**src/rtl/eac_pkg.sv**
```systemverilog
package eac_pkg;

  typedef enum logic [1:0] {
    EAC_MODE_A8  = 2'd0,
    EAC_MODE_U11 = 2'd1,
    EAC_MODE_S11 = 2'd2,
    EAC_MODE_ALT = 2'd3
  } eac_mode_e;

  typedef struct packed {
    logic [7:0] base;
    logic [3:0] scale;
    logic [3:0] row;
    logic [2:0] code;
  } eac_fields_t;

endpackage

```
**src/rtl/eac_field_unpack.sv**
```systemverilog
module eac_field_unpack
  import eac_pkg::*;
#(
  parameter int BLK_W = 64,
  parameter int POS_W = 2
) (
  input  logic [BLK_W-1:0] blk,
  input  logic [POS_W-1:0] px,
  input  logic [POS_W-1:0] py,
  output eac_fields_t      fields
);
  localparam int HALF_W  = BLK_W / 2;
  localparam int BYTES   = HALF_W / 8;
  localparam int HDR_W   = 16;
  localparam int CODE_W  = 3;
  localparam int IDX_W   = BLK_W - HDR_W;
  localparam int TOP_OFF = IDX_W - CODE_W;
  localparam int OFF_W   = $clog2(BLK_W);

  logic [BLK_W-1:0] swapped;
  logic [BLK_W-1:0] word;
  logic [OFF_W-1:0] off;

  // reverse the byte order inside each 32-bit half
  for (genvar h = 0; h < 2; h++) begin : g_half
    for (genvar b = 0; b < BYTES; b++) begin : g_byte
      assign swapped[h*HALF_W + b*8 +: 8] = blk[h*HALF_W + (BYTES-1-b)*8 +: 8];
    end
  end

  // lower memory half becomes the most significant word
  assign word = {swapped[HALF_W-1:0], swapped[BLK_W-1:HALF_W]};

  always_comb begin
    off         = OFF_W'(TOP_OFF - CODE_W * int'({px, py}));
    fields.base  = word[BLK_W-1 -: 8];
    fields.scale = word[BLK_W-9 -: 4];
    fields.row   = word[BLK_W-13 -: 4];
    fields.code  = word[off +: CODE_W];
  end

endmodule

```
**src/rtl/eac_modifier.sv**
```systemverilog
module eac_modifier (
  input  logic [3:0]        row,
  input  logic [2:0]        code,
  output logic signed [4:0] modv
);
  logic [15:0] packed_row;
  logic [3:0]  mag;

  always_comb begin
    unique case (row)
      4'd0:  packed_row = 16'he852;
      4'd1:  packed_row = 16'hc962;
      4'd2:  packed_row = 16'hc741;
      4'd3:  packed_row = 16'hc531;
      4'd4:  packed_row = 16'hb752;
      4'd5:  packed_row = 16'ha862;
      4'd6:  packed_row = 16'ha763;
      4'd7:  packed_row = 16'ha742;
      4'd8:  packed_row = 16'h9751;
      4'd9:  packed_row = 16'h9741;
      4'd10: packed_row = 16'h9731;
      4'd11: packed_row = 16'h9641;
      4'd12: packed_row = 16'h9632;
      4'd13: packed_row = 16'h9210;
      4'd14: packed_row = 16'h8753;
      default: packed_row = 16'h8642;
    endcase
    mag = packed_row[{code[1:0], 2'b00} +: 4];
    // inverting the zero-extended magnitude yields -(mag+1)
    modv = code[2] ? $signed({1'b0, mag}) : $signed(~{1'b0, mag});
  end

endmodule

```
**src/rtl/eac_scale_clamp.sv**
```systemverilog
module eac_scale_clamp
  import eac_pkg::*;
#(
  parameter int INT_W = 14,
  parameter int OUT_W = 12
) (
  input  eac_mode_e                mode,
  input  logic [7:0]               base,
  input  logic [3:0]               scale,
  input  logic signed [4:0]        modv,
  output logic signed [OUT_W-1:0]  value
);
  localparam int A8_MAX  = 255;
  localparam int U11_MAX = 2047;
  localparam int S11_LIM = 1023;

  logic signed [INT_W-1:0] eff_base, eff_mult, sum, lo, hi;
  logic signed [INT_W-1:0] mod_ext;

  always_comb begin
    mod_ext = INT_W'(modv);
    unique case (mode)
      EAC_MODE_U11: begin
        eff_base = INT_W'({base, 3'b100});
        eff_mult = (scale == 4'd0) ? INT_W'(1) : INT_W'({scale, 3'b000});
        lo       = '0;
        hi       = INT_W'(U11_MAX);
      end
      EAC_MODE_S11: begin
        eff_base = INT_W'($signed({base, 3'b000}));
        eff_mult = (scale == 4'd0) ? INT_W'(1) : INT_W'({scale, 3'b000});
        lo       = -INT_W'(S11_LIM);
        hi       = INT_W'(S11_LIM);
      end
      default: begin
        eff_base = INT_W'(base);
        eff_mult = INT_W'(scale);
        lo       = '0;
        hi       = INT_W'(A8_MAX);
      end
    endcase
    sum = eff_base + mod_ext * eff_mult;
    if (sum < lo)      value = OUT_W'(lo);
    else if (sum > hi) value = OUT_W'(hi);
    else               value = OUT_W'(sum);
  end

endmodule

```
**src/rtl/eac_texel_decoder.sv**
```systemverilog
module eac_texel_decoder
  import eac_pkg::*;
#(
  parameter int BLK_W = 64,
  parameter int POS_W = 2,
  parameter int INT_W = 14,
  parameter int OUT_W = 12
) (
  input  logic                    clk,
  input  logic                    rst,
  input  logic                    in_valid,
  input  logic [1:0]              in_mode,
  input  logic [BLK_W-1:0]        in_blk,
  input  logic [POS_W-1:0]        in_x,
  input  logic [POS_W-1:0]        in_y,
  output logic                    out_valid,
  output logic signed [OUT_W-1:0] out_texel
);
  eac_fields_t             fields;
  logic signed [4:0]       modv;
  logic signed [OUT_W-1:0] texel_d;
  eac_mode_e               mode_q;

  eac_field_unpack #(.BLK_W(BLK_W), .POS_W(POS_W)) u_unpack (
    .blk(in_blk), .px(in_x), .py(in_y), .fields(fields)
  );

  eac_modifier u_mod (
    .row(fields.row), .code(fields.code), .modv(modv)
  );

  eac_scale_clamp #(.INT_W(INT_W), .OUT_W(OUT_W)) u_scale (
    .mode(eac_mode_e'(in_mode)), .base(fields.base), .scale(fields.scale),
    .modv(modv), .value(texel_d)
  );

  always_ff @(posedge clk) begin
    if (rst) begin
      out_valid <= 1'b0;
      out_texel <= '0;
      mode_q    <= EAC_MODE_A8;
    end else begin
      out_valid <= in_valid;
      if (in_valid) begin
        out_texel <= texel_d;
        mode_q    <= eac_mode_e'(in_mode);
      end
    end
  end

  p_strobe_r8: assert property (@(posedge clk) disable iff (rst)
    in_valid |=> out_valid);
  p_idle_r8: assert property (@(posedge clk) disable iff (rst)
    !in_valid |=> !out_valid);
  p_hold_r9: assert property (@(posedge clk) disable iff (rst)
    !in_valid |=> $stable(out_texel));
  p_a8_range_r4: assert property (@(posedge clk) disable iff (rst)
    (out_valid && (mode_q == EAC_MODE_A8 || mode_q == EAC_MODE_ALT))
      |-> (out_texel >= 0 && out_texel <= 255));
  p_u11_range_r5: assert property (@(posedge clk) disable iff (rst)
    (out_valid && mode_q == EAC_MODE_U11) |-> (out_texel >= 0 && out_texel <= 2047));
  p_s11_range_r6: assert property (@(posedge clk) disable iff (rst)
    (out_valid && mode_q == EAC_MODE_S11) |-> (out_texel >= -1023 && out_texel <= 1023));

endmodule

```
**config.mk**
```make
export PLATFORM = sky130hd
export DESIGN_NAME = eac_texel_decoder
export DESIGN_NICKNAME = d
export VERILOG_FILES = /design/src/rtl/eac_pkg.sv /design/src/rtl/eac_field_unpack.sv /design/src/rtl/eac_modifier.sv /design/src/rtl/eac_scale_clamp.sv /design/src/rtl/eac_texel_decoder.sv
export SDC_FILE = /design/constraint.sdc
export NUM_CORES = 1
export LEC_CHECK = 0
export CORE_AREA = 2 2 90 113
export DETAILED_ROUTE_END_ITERATION = 8
export DIE_AREA = 0 0 92 115
export DONT_BUFFER_PORTS = 1
export PLACE_DENSITY = 0.64
export SYNTH_ARGS = -nofsm -noshare
export SYNTH_HDL_FRONTEND = slang
export SYNTH_SLANG_ARGS = --single-unit
export TNS_END_PERCENT = 1
```
**constraint.sdc**
```tcl
create_clock -name clk -period 26.4 [get_ports clk]
set_input_delay 1.32 -clock clk [delete_from_list [all_inputs] [get_ports clk]]
set_output_delay 1.32 -clock clk [all_outputs]
set_load 0.1 [all_outputs]
```
==> qor.csv, run 1 <==
metric,value,unit
die height,115,um
Post-Synth XOR/XNOR Area,0.0287,
TritonCTS Buffers,3,
# nets final,619,
grt ovf,0,
clock slew at reported path FFs,0.05,ns
final period utilization,0.449,
mux contribution to synthesized area,0.302,
Detailed Place HPWL,9.24,mm
Hold Crit Class,register to register,
crit end category,register,
Syn Inst Count,485,
status,completed,
synthesis-to-finish area growth,2.65,%
drt via density,6.21,
gr usage total,0.223,
Syn Nets,637,
RePlAce Congestion,0.889,
Final Max Slew Viols,0,
Crit Path Max Fanout,44,
CTS max path bufs,2,
input/output buffers,0,
clock skew,0,ns
worst-margin pin slew,1.06,ns
initial DRC count,237,
source of the critical timing path,in_y[0],
Reg2Reg Depth,2,
Post-route DRC,0,
largest stage delay on the critical path,1.21,ns
die area,10600,um^2
DIE WIDTH,92,um
CP startpoint kind,primary input,
Final setup viols,0,
Max Cap Viol,0,
Hold Crit Depth,2,
row cnt,40,
htree depth,1,
final hold violation count,0,
CTS tree,built,
Clock Latency Late Sink,0.25,ns
number of diodes,0,
Max Clock Freq,84.3,MHz
adder-cell area share of the yosys netlist,0.261,
Post-synth EDFFs,0,
Crit Reg-Reg Endpoint,out_texel[11]$_SDFFE_PP0P_,
largest net degree at the start of global routing,45,
synthesized-area fraction occupied by and/or/nand/nor cells,0.156,
first-pass GRT wire length,19.1,mm
post-cts repair resize count,0,
Post-synth ARST share,0,
clock root buffer,clkbuf_16,
wire length per cell,18.8,um
core footprint,9510,um^2
final WL,11.1,mm
initial antenna violation count,0,
slowest cell on the critical path,fa_2,
vias,3677,
Fillers,921,
Cell variety after synth,62,
ys flop type,dfxtp_1,
TNS Setup,0,ns
Post-Syn Area,4620,um^2
FF-to-FF Start,out_texel[11]$_SDFFE_PP0P_,
largest family of logic cells by synthesized area,multiplexers,
Setup crit end,out_texel[8]$_SDFFE_PP0P_,
initial core utilization,0.486,
Synth warnings,0,
Synth Area in Compound Gates,0.133,
min Tclk post-route,11.86,ns
post-CTS setup buffers,0,
share of cells above drive strength 1,0.161,
vias in the first global route,3868,
crit path kind,primary input to register,
synthesized area per cell,9.53,um^2
RSZ-0062 raised after global routing,false,
Yosys reg bits,13,
sequential-to-total area share from yosys stat,0.0563,
Arrival @ worst endpoint,11.99,ns
critical path required time,26.52,ns
clock sink count,13,
worst relative slew slack,0.292,
post-route ant nets,0,
hold-fix buffer count after cts,0,
I/O pin cnt,86,
first-pass iteration count of the detailed router,6,
Worst R2R Setup Slack,25.11,ns
==> cells in the mapped netlist, drive strengths merged (3+ instances only) <==
cell / number / share of area
a2111oi: 4 / 0.0089
a211oi: 3 / 0.0049
a21o: 3 / 0.0049
a21oi: 24 / 0.028
a31oi: 4 / 0.0054
and2: 5 / 0.0068
buf: 15 / 0.020
clkbuf: 10 / 0.0081
dfxtp: 13 / 0.056
fa: 29 / 0.13
ha: 50 / 0.14
inv: 41 / 0.033
mux2: 8 / 0.019
mux2i: 19 / 0.041
mux4: 49 / 0.24
nand2: 35 / 0.028
nand2b: 3 / 0.0041
nand3: 11 / 0.012
nor2: 50 / 0.041
nor2b: 7 / 0.0095
nor3: 16 / 0.018
nor3b: 6 / 0.0097
o211ai: 4 / 0.0065
o21a: 3 / 0.0049
o21ai: 20 / 0.022
o21bai: 3 / 0.0049
o31ai: 4 / 0.0065
or2: 5 / 0.0068
xnor2: 11 / 0.021
==> worst max-delay path, delay by kind of cell <==
family | cells | cell delay, ns
adders and majority gates | 8 | 4.11
AOI/OAI and AO/OA | 9 | 2.91
muxes | 6 | 1.70
xor gates and xnor gates | 2 | 0.91
and+or+nand+nor | 5 | 0.53
buffers and inverters | 5 | 0.48
==> layout make-up <==
type	count	area (um^2)	area share
multi-input combinational	404	4070	0.858
sequential	13	260	0.0548
inverter	43	161	0.0340
tap	126	158	0.0332
clock buffer	4	78.8	0.0166
timing repair buffer	2	15.0	0.00316
==> worst min-delay path by stage <==
stage	to	startpoint
2_1_floorplan	out_texel[1]$_SDFFE_PP0P_	out_texel[1]$_SDFFE_PP0P_
3_3_place_gp	out_texel[2]$_SDFFE_PP0P_	out_texel[2]$_SDFFE_PP0P_
3_5_place_dp	out_texel[5]$_SDFFE_PP0P_	out_texel[5]$_SDFFE_PP0P_
4_1_cts	out_texel[7]$_SDFFE_PP0P_	out_texel[7]$_SDFFE_PP0P_
5_1_grt	out_texel[4]$_SDFFE_PP0P_	out_texel[4]$_SDFFE_PP0P_
6_report	out_texel[7]$_SDFFE_PP0P_	out_texel[7]$_SDFFE_PP0P_
==> through the flow <==
stage | setup WS (ns) | cell area, um^2 | cells | hold WS [ns] | util
detailed placement | 14.34 | 4670 | 588 | 0.905 | 0.491
floorplan | 16.09 | 4620 | 485 | 0.882 | -
global placement | 14.42 | 4670 | 588 | 0.901 | 0.491
finish | 14.54 | 4750 | 592 | 0.911 | 0.499
global route | 13.80 | 4750 | 592 | 0.939 | 0.499
CTS | 14.55 | 4750 | 592 | 0.916 | 0.499
==> layer usage <==
layer | track usage | vias to the layer above | share of wire
li1 | - | 1761 | -
met1 | 0.286 | 1814 | 0.41
met4 | 0.0517 | 0 | 0.017
met5 | 0 | - | 0
met3 | 0.0400 | 13 | 0.058
met2 | 0.393 | 89 | 0.52
==> placed cells by master, fill, tap and decap left out, types with 13 or more instances in the layout <==
master   synthesis  layout
ha_1            50      50
nor2_1          49      49
mux4_2          46      46
inv_1           41      41
nand2_1         35      35
fa_1            29      28
a21oi_1         23      23
mux2i_1         19      19
o21ai_0         19      19
nor3_1          15      15
dfxtp_1         13      13
==> cell families after synthesis <==
kind of cell               count (synthesis)
and+or+nand+nor                          150
adders and majority gates                 79
xor gates and xnor gates                  13
buffers and inverters                     68
muxes                                     76
AOI/OAI and AO/OA                         86
DFF                                       13
==> registers in the layout, indices dropped and copies added (netlist names) <==
| register | flops |
|---|---|
| out_texel | 12 |
| out_valid | 1 |
Power of run 1 is left out: the tool's default activity adds up to more than one toggle a clock period on the data nets, which glitch-free logic cannot reach.
==> run 2, diff against run 1 <==
clock period = 11.4 ns   (was 26.4 ns; I/O delays follow)
==> qor.csv, run 2 (synthesized netlist as in run 1, its figures left out) <==
metric,value,unit
status,completed,
die area,10600,um^2
input/output buffers,0,
Crit Path Max Fanout,44,
DP Area,4680,um^2
clock root buffer,clkbuf_16,
Final WS setup,0.847,ns
DIE WIDTH,92,um
Post-route DRC,0,
I/O pin cnt,86,
drt via density,6.24,
Biggest register,out_texel,
clock skew,0,ns
"commonest cells after routing, fill and taps aside","50 x ha_1, 49 x nor2_1, 46 x mux4_2, 41 x inv_1, 35 x nand2_1",
TNS Setup,0,ns
RSZ-0062 raised after global routing,false,
Finished Cell Area,4770,um^2
share of cells above drive strength 1,0.165,
vias in the first global route,3821,
grt ovf,0,
grt met2 use,0.401,
number of diodes,0,
Max Clock Freq,94.8,MHz
clock sink count,13,
Layout Utilization,0.501,
"most common cell after layout, fill and taps aside",ha_1,
initial core utilization,0.486,
post-cts repair resize count,0,
final hold violation count,0,
CTS max path bufs,2,
worst-margin pin slew,0.990,ns
CTS tree,built,
largest registers,"out_texel (12), out_valid (1)",
first-pass iteration count of the detailed router,4,
slowest cell on the critical path,fa_4,
met3 global-route usage,0.0315,
Hold Crit Class,primary input to register,
post-CTS setup buffers,0,
M1 GR Usage,0.286,
Final setup viols,0,
Detailed Place HPWL,9.19,mm
worst relative slew slack,0.339,
synthesis-to-finish area growth,3.11,%
initial antenna violation count,0,
hold-fix buffer count after cts,0,
source of the critical timing path,in_y[0],
initial DRC count,188,
Fillers,898,
post-route ant nets,0,
clock slew at reported path FFs,0.04,ns
first-pass GRT wire length,19.2,mm
final period utilization,0.926,
largest net degree at the start of global routing,45,
FF-to-FF Start,out_texel[3]$_SDFFE_PP0P_,
vias,3706,
pre-CTS setup slack,0.538,ns
htree depth,1,
Final Max Slew Viols,0,
crit path kind,primary input to register,
RePlAce Congestion,0.879,
row cnt,40,
hold path start,rst,
max FFs per register,12,
Clock Latency Late Sink,0.24,ns
Storage cell area,260,um^2
CP startpoint kind,primary input,
largest stage delay on the critical path,1.20,ns
TritonCTS Buffers,3,
gr usage total,0.220,
footprint of the multi-input gates,4080,um^2
global route hottest layer,met2,
wire length per cell,18.6,um
crit end category,register,
final WL,11.1,mm
min Tclk post-route,10.55,ns
Max Cap Viol,0,
# nets final,621,
Arrival @ worst endpoint,10.71,ns
critical path required time,11.56,ns
die height,115,um
core footprint,9510,um^2
[run 2: final cells by class]
class,instances,area share
timing repair buffer,4,0.00630
sequential,13,0.0546
clock buffer,4,0.0165
multi-input combinational,404,0.856
tap,126,0.0331
inverter,43,0.0339
[run 2: worst max-delay path: cells and delay by family]
family / cells / cell delay [ns]
xor+xnor: 1 / 0.23
mux: 3 / 1.01
compound gates: 12 / 3.22
simple gates: 4 / 1.09
buf+inv: 5 / 0.31
fa+ha+maj: 8 / 4.27
[run 2: final timing paths]
path | to | slack [ns] | cells after the start
worst max register to register | out_texel[3]$_SDFFE_PP0P_ | 10.10 | 2
worst max-delay path | out_texel[3]$_SDFFE_PP0P_ | 0.85 | 33
worst min register to register | out_texel[9]$_SDFFE_PP0P_ | 0.91 | 2
worst min-delay path | out_valid$_SDFF_PP0_ | 0.43 | 1
[run 2: per-layer routing]
metal	share of wire	wire length [um]	vias to the layer above
met5	0	0	-
met4	0.0061	67	0
met3	0.049	547	7
met2	0.53	5850	81
met1	0.42	4600	1848
li1	-	-	1770
[run 2: stage by stage]
| stage | hold slack [ns] | std cells |
|---|---|---|
| after global routing | 0.426 | 594 |
| final | 0.426 | 594 |
| after global placement | 0.678 | 590 |
| after detailed placement | 0.674 | 590 |
| after floorplan | 0.665 | 485 |
| after CTS | 0.423 | 594 |
Power of run 2 is left out for the same reason.
==> run 3, diff against run 2 <==
--- a/config.mk
+++ b/config.mk
@@ -7,6 +7,7 @@
 export LEC_CHECK = 0
-export CORE_AREA = 2 2 90 113
+export CORE_AREA = 2 2 115 89
 export DETAILED_ROUTE_END_ITERATION = 8
-export DIE_AREA = 0 0 92 115
+export DIE_AREA = 0 0 117 91
 export DONT_BUFFER_PORTS = 1
+export MAX_ROUTING_LAYER = met4
 export PLACE_DENSITY = 0.64
==> constraint.sdc (replaced) <==
create_clock -name clk -period 11.4 [get_ports clk]
set_input_delay 3.42 -clock clk [delete_from_list [all_inputs] [get_ports clk]]
set_output_delay 3.42 -clock clk [all_outputs]
set_load 0.1 [all_outputs]
==> qor.csv, run 3 (synthesized netlist as in run 1, its figures left out) <==
metric,value,unit
core footprint,9500,um^2
die area,10600,um^2
I/O pin cnt,86,
M1 GR Usage,0.404,
clock root buffer,clkbuf_16,
grt met2 use,0.354,
largest registers,"out_texel (12), out_valid (1)",
largest stage delay on the critical path,0.62,ns
CTS max path bufs,2,
slowest cell on the critical path,fa_2,
failing checks,setup timing,
clock skew,0,ns
vias,4121,
first-pass GRT wire length,21.4,mm
"most common cell after layout, fill and taps aside",buf_4,
first-pass iteration count of the detailed router,5,
wire length per cell,19.6,um
crit path kind,primary input to register,
Max Clock Freq,86.4,MHz
TritonCTS Buffers,3,
# nets final,686,
global route hottest layer,met1,
input/output buffers,0,
Post-route DRC,0,
initial DRC count,426,
clock sink count,13,
Biggest register,out_texel,
row cnt,31,
Arrival @ worst endpoint,11.74,ns
Hold Crit Class,register to register,
crit end category,register,
Final WS setup,-0.176,ns
CP startpoint kind,primary input,
FF-to-FF Start,out_texel[11]$_SDFFE_PP0P_,
Hold Crit Depth,2,
synthesis-to-finish area growth,22.4,%
share of cells above drive strength 1,0.338,
gr usage total,0.258,
largest net degree at the start of global routing,45,
Clock Latency Late Sink,0.24,ns
worst relative slew slack,0.337,
hold path start,out_texel[5]$_SDFFE_PP0P_,
final hold violation count,0,
Crit Reg-Reg Endpoint,out_texel[11]$_SDFFE_PP0P_,
RePlAce Congestion,0.926,
Layout Utilization,0.595,
kind of cell adding the most delay to the critical path,adder cells,
DIE WIDTH,117,um
Crit Path Max Fanout,44,
min Tclk post-route,11.58,ns
hold-fix buffer count after cts,0,
vias in the first global route,4180,
final WL,13.0,mm
CTS tree,built,
RSZ-0062 raised after global routing,true,
Max Cap Viol,0,
initial antenna violation count,0,
final period utilization,1.02,
clock slew at reported path FFs,0.04,ns
"commonest cells after routing, fill and taps aside","61 x buf_4, 47 x mux4_2, 47 x nor2_1, 43 x ha_1, 40 x inv_1",
drt via density,6.20,
met3 global-route usage,0.0574,
grt ovf,0,
Final Max Slew Viols,0,
Detailed Place HPWL,10.5,mm
Worst Path Buf+Inv,8,
max FFs per register,12,
cell mode on critical path,fa_1,
post-route ant nets,0,
initial core utilization,0.487,
critical path required time,11.56,ns
Hold EP,out_texel[5]$_SDFFE_PP0P_,
htree depth,1,
number of diodes,0,
Worst R2R Setup Slack,10.13,ns
Reg2Reg Depth,2,
status,"finished, violations left",
Final setup viols,12,
die height,91,um
worst-margin pin slew,0.993,ns
[run 3: through the flow]
| stage | std cells | hold slack (ns) | instance area (um^2) | worst slack (ns) | setup TNS (ns) |
|---|---|---|---|---|---|
| 2_1_floorplan | 485 | 0.882 | 4780 | -0.168 | -1.62 |
| 3_3_place_gp | 645 | 0.909 | 5180 | -0.550 | -6.37 |
| 3_5_place_dp | 645 | 0.908 | 5180 | -0.797 | -9.17 |
| 4_1_cts | 664 | 0.903 | 5600 | -0.121 | -1.12 |
| 5_1_grt | 665 | 0.930 | 5660 | -0.533 | -5.80 |
| 6_report | 665 | 0.895 | 5660 | -0.176 | -1.64 |
[run 3: tightest hold or removal path, cell delays in order, from the launching register on]
cell and delay, ns:
dfxtp_1 0.63, nand2_1 0.16, o21ai_1 0.05
[run 3: routing by layer]
metal	up-vias	routed length (um)
met5	-	0
met4	0	95
met3	12	1380
met2	213	5650
met1	1998	5900
li1	1898	-
[run 3: worst max-delay path by stage]
stage | from | endpoint | slack, ns | cells past startpoint
2_1_floorplan | in_y[0] | out_texel[0]$_SDFFE_PP0P_ | -0.17 | 33
3_3_place_gp | in_y[0] | out_texel[0]$_SDFFE_PP0P_ | -0.55 | 35
3_5_place_dp | in_y[0] | out_texel[11]$_SDFFE_PP0P_ | -0.80 | 35
4_1_cts | in_y[1] | out_texel[10]$_SDFFE_PP0P_ | -0.12 | 35
5_1_grt | in_y[0] | out_texel[10]$_SDFFE_PP0P_ | -0.53 | 35
6_report | in_y[0] | out_texel[10]$_SDFFE_PP0P_ | -0.18 | 34
[run 3: cell type report]
class                   count  area, um^2
repair buffers             68         549
well taps                 132         165
clock buffers               4        78.8
inverters                  43         161
fillers                   811        3850
multi-input cells         405        4440
flip-flops and latches     13         260
[run 3: repair_timing]
action | 4_1_cts | 5_1_grt
pin swaps | 38 | 11
cloned | 1 | 0
resized for setup | 42 | 11
setup endpoints to repair | 12 | 12
setup buffers | 14 | 1
Power of run 3 is left out for the same reason.
